`config.mk`:
```
export PLATFORM = sky130hd
export DESIGN_NAME = xip_read_bridge
export DESIGN_NICKNAME = d
export VERILOG_FILES = /design/src/rtl/xip_read_bridge.sv
export SDC_FILE = /design/constraint.sdc
export NUM_CORES = 1
export LEC_CHECK = 0
export ABC_CLOCK_PERIOD_IN_PS = 2100
export BUFFER_PORTS_ARGS = -buffer_cell sky130_fd_sc_hd__buf_2
export CAP_MARGIN = 40
export CORE_UTILIZATION = 42
export DETAILED_ROUTE_END_ITERATION = 8
export MAX_ROUTING_LAYER = met4
export PLACE_DENSITY = 0.84
export SETUP_SLACK_MARGIN = 0.3
export SLEW_MARGIN = 5
export SYNTH_ARGS = -nofsm -noshare
export SYNTH_HDL_FRONTEND = slang
export SYNTH_SLANG_ARGS = --single-unit
```
`constraint.sdc`:
```
create_clock -name hclk -period 2.1 [get_ports hclk]
set_input_delay 0.525 -clock hclk [delete_from_list [all_inputs] [get_ports hclk]]
set_output_delay 0.525 -clock hclk [all_outputs]
set_load 0.005 [all_outputs]
```
`src/rtl/xip_read_bridge.sv`:
```
module xip_read_bridge #(
  parameter int          FLASH_AW = 24,
  parameter logic [7:0]  READ_OP  = 8'h0B
) (
  input  logic                  hclk,
  input  logic                  hresetn,
  input  logic                  hsel,
  input  logic [FLASH_AW-1:2]   haddr,
  input  logic [1:0]            htrans,
  input  logic                  hwrite,
  input  logic                  hready,
  output logic                  hreadyout,
  output logic                  hresp,
  output logic [31:0]           hrdata,
  input  logic                  xip_en,
  output logic                  mux_sel_xip,
  output logic                  req_valid,
  output logic [7:0]            req_opcode,
  output logic [FLASH_AW-1:0]   req_addr,
  input  logic                  eng_done,
  input  logic [127:0]          eng_line
);
  localparam int LINE_AW = FLASH_AW - 4;

  typedef enum logic [2:0] {S_IDLE, S_FETCH, S_ERR1, S_ERR2, S_DATA} st_t;

  st_t                 st;
  logic [LINE_AW-1:0]  line_q;
  logic [1:0]          wsel_q;
  logic [31:0]         word_q;
  logic                accept;

  assign accept = hsel && hready && htrans[1];

  always_ff @(posedge hclk or negedge hresetn) begin
    if (!hresetn) begin
      st     <= S_IDLE;
      line_q <= '0;
      wsel_q <= '0;
      word_q <= '0;
    end else begin
      case (st)
        S_FETCH: if (eng_done) begin
          word_q <= eng_line[32*wsel_q +: 32];
          st     <= S_DATA;
        end
        S_ERR1: st <= S_ERR2;
        default: begin
          if (!accept) st <= S_IDLE;
          else if (hwrite || !xip_en) st <= S_ERR1;
          else begin
            st     <= S_FETCH;
            line_q <= haddr[FLASH_AW-1:4];
            wsel_q <= haddr[3:2];
          end
        end
      endcase
    end
  end

  assign hreadyout   = (st != S_FETCH) && (st != S_ERR1);
  assign hresp       = (st == S_ERR1) || (st == S_ERR2);
  assign hrdata      = (st == S_DATA) ? word_q : 32'h0;
  assign req_valid   = (st == S_FETCH);
  assign req_opcode  = READ_OP;
  assign req_addr    = {line_q, 4'h0};
  assign mux_sel_xip = xip_en;
endmodule

```
==> results.yml <==
clock_network:
  numCtsBuffers: 9
  cts.htree.levels: 3
  cts.clk_slew.worst_paths_ps: 70
  cts_tree: "built"
  cts_hold_buf: 0
  clockBufferDepth: 2
  clkSinkCount: 57
  cts-root-buf: "clkbuf_8"
  clkLatencyLatePin_ps: 320
power_and_ir_drop:
  internal_power_mw: 4.00
  vdd_ir_drop_max_mv: 0.632
  powerDensity_mw_per_mm2: 1130
  pwr-share-comb: 0.482
  power_frac_seq: 0.345
  switching_power_mw: 1.69
  netSwitchingFraction: 0.296
  clkPwrFrac: 0.173
  p_leak_nw: 2.51
logic_synthesis:
  synth_top_area_frac: 0.425
  synthFlopType: "dfrtp_1"
  synth_seq_cells: 57
  synthTopCellsByCount: "57 x dfrtp_1, 35 x mux2_2, 33 x and2_1"
  avgSynthCellArea_um2: 15.1
  synth_edf_count: 0
  synth_most_common_cell: "dfrtp_1"
  synthCells: 222
  synth-async-reset-ratio: 1.00
  syn_area_mm2: 0.00335
  yosys-top-cells-area: "dfrtp_1 43%, mux4_2 21%, mux2_2 12%"
  yosysWarnings: 0
  ys_seq_area_frac: 0.425
  yosys.area.top_type: "dfrtp_1"
  yosys.cell_types.count: 24
worst_setup_path:
  slowest_delay_ps: 430
  worst-r2r-setup-slack_ps: 270
  cp_top_family: "flip-flops"
  path_cells: "nor3b_4 > buf_6 > buf_6 > and2_1 > buf_2"
  startpoint: "st[1]"
  critPathKind: "register to primary output"
  cp.arrival_ps: 1480
  cp.required_ps: 1570
  slowest_stage: "dfrtp_2"
  crit_path_frequent_cell: "buf_6"
  rr_startpoint: "st[1]"
  crit_buf_inv: 3
  worstPathMaxFanout: 9
  startpoint_type: "register"
  end_kind: "primary output"
cells_and_area:
  final_nets: 608
  fin_area_mm2: 0.00506
  syn_to_final_growth_pct: 50.8
  n_antenna_cell: 0
  fillers: 600
  drive_gt1_frac: 0.795
timing:
  setup_viol: 0
  rsz0062_at_grt: "yes"
  finalHoldViolations: 0
  drv_slew: 0
  post-route-period-util: 0.953
  worst_clock_skew_ps: 7.85
  max_freq_ghz: 0.500
  finalCriticalPeriod_ps: 2000
  final.setup.tns_ps: 0
floorplan:
  row_count: 32
  die_x_um: 91.4
  pin_count: 227
  core_mm2: 0.00773
  die_area_mm2: 0.00834
  die_h_um: 91.4
  start_util: 0.434
global_route:
  grt_max_degree: 27
  grt_usage: 0.224
  grt_pass1_vias: 2871
  gr-total-overflow: 0
  grt_pass1_wl_um: 13900
  antenna_found_initial: 0
run:
  drv_cap: 0
placed_design:
  placed_area_mm2: 0.00448
  gp_congestion: 0.737
  portBuffers: 213
  post-dp-hpwl_um: 6700
status:
  status: "finished, final reports clean"
routing:
  vias: 2789
  drt_iter0_drc: 64
  wl_um: 8950
  drt-vias-per-instance: 5.02
  drtPass1Iterations: 4
  ant_nets: 0
  remaining_drc_errors: 0
  wl_per_cell_um: 16.1
min_path:
  hp-class: "input port to asynchronous set/reset pin"
==> power by group through the flow <==
| stage | logic [mW] | clock network (mW) | registers, mW |
|---|---|---|---|
| after global placement | 2.41 | 0 | 1.92 |
| after floorplan | 1.74 | 0 | 1.88 |
| after global routing | 2.96 | 1.06 | 2.04 |
| after CTS | 2.61 | 1.00 | 1.94 |
| final | 2.74 | 0.985 | 1.96 |
| after detailed placement | 2.50 | 0 | 1.96 |
==> sequential cells by signal, indices dropped and copies added, names as in the netlist <==
register  count
wsel_q        2
word_q       32
st            3
line_q       20
==> worst paths after layout <==
check	to	cells past startpoint
max	hrdata[14]	5
min	word_q[11]	1
max reg2reg	line_q[18]	7
min reg2reg	word_q[24]	1
max in group asynchronous	word_q[1]	2
min in group hclk	line_q[5]	2
==> final cells by class <==
cell class / count / area [um2] / share of cell area
Clock inverter: 3 / 40.0 / 0.00792
Tap cell: 102 / 128 / 0.0252
Timing Repair Buffer: 237 / 1480 / 0.293
Multi-Input combinational cell: 144 / 1830 / 0.361
Clock buffer: 13 / 149 / 0.0294
Sequential cell: 57 / 1430 / 0.283
==> layer usage <==
metal,up-vias,wire (um),track usage,share of wire
met5,-,0,-,0
met4,0,172,0.0780,0.019
met3,15,544,0.0461,0.061
met2,151,4790,0.386,0.54
met1,1375,3440,0.262,0.38
li1,1248,-,-,-
==> repair_timing <==
item	in CTS	in global routing
endpoints found under the hold margin	0	0
pin swaps	16	6
buffers inserted	4	3
gates cloned	3	2
gates resized for setup	16	50
setup endpoints to repair	33	90
==> cell usage in the layout, fill, tap and decap left out <==
master,netlist,final
or2b_1,1,1
clkbuf_16,0,2
buf_12,1,5
bufinv_16,0,1
buf_6,1,25
clkbuf_1,7,3
nand3_1,1,1
conb_1,2,12
mux2_4,19,20
mux2_2,35,34
mux4_2,32,32
clkinv_2,0,2
buf_2,8,195
o31ai_1,1,1
dfrtp_2,0,3
dfrtp_1,57,54
nor3b_4,0,2
o21bai_1,1,1
nand2b_1,1,1
or3b_1,1,1
nor2b_1,2,2
and2_4,0,19
clkbuf_8,0,10
o21a_1,1,1
a21o_1,1,1
buf_4,13,10
and2_1,33,14
and4bb_4,0,1
==> through the flow <==
| step | util | std cells | power (mW) | hold WS [ps] | worst slack [ps] |
|---|---|---|---|---|---|
| finish | 0.654 | 556 | 5.69 | 143 | 99.5 |
| global route | 0.654 | 556 | 6.07 | 169 | 13.3 |
| CTS | 0.618 | 551 | 5.55 | 150 | 93.7 |
| detailed placement | 0.580 | 528 | 4.45 | 487 | 331 |
| global placement | 0.580 | 528 | 4.33 | 480 | 357 |
| floorplan | - | 232 | 3.62 | 229 | 434 |
==> cell families after synthesis <==
logic type             synth area share
buffers and inverters            0.0627
AOI/OAI and AO/OA               0.00896
DFF                               0.425
other                           0.00224
and+or+nand+nor                  0.0832
muxes                             0.418
(Power assumes the default switching activity.)
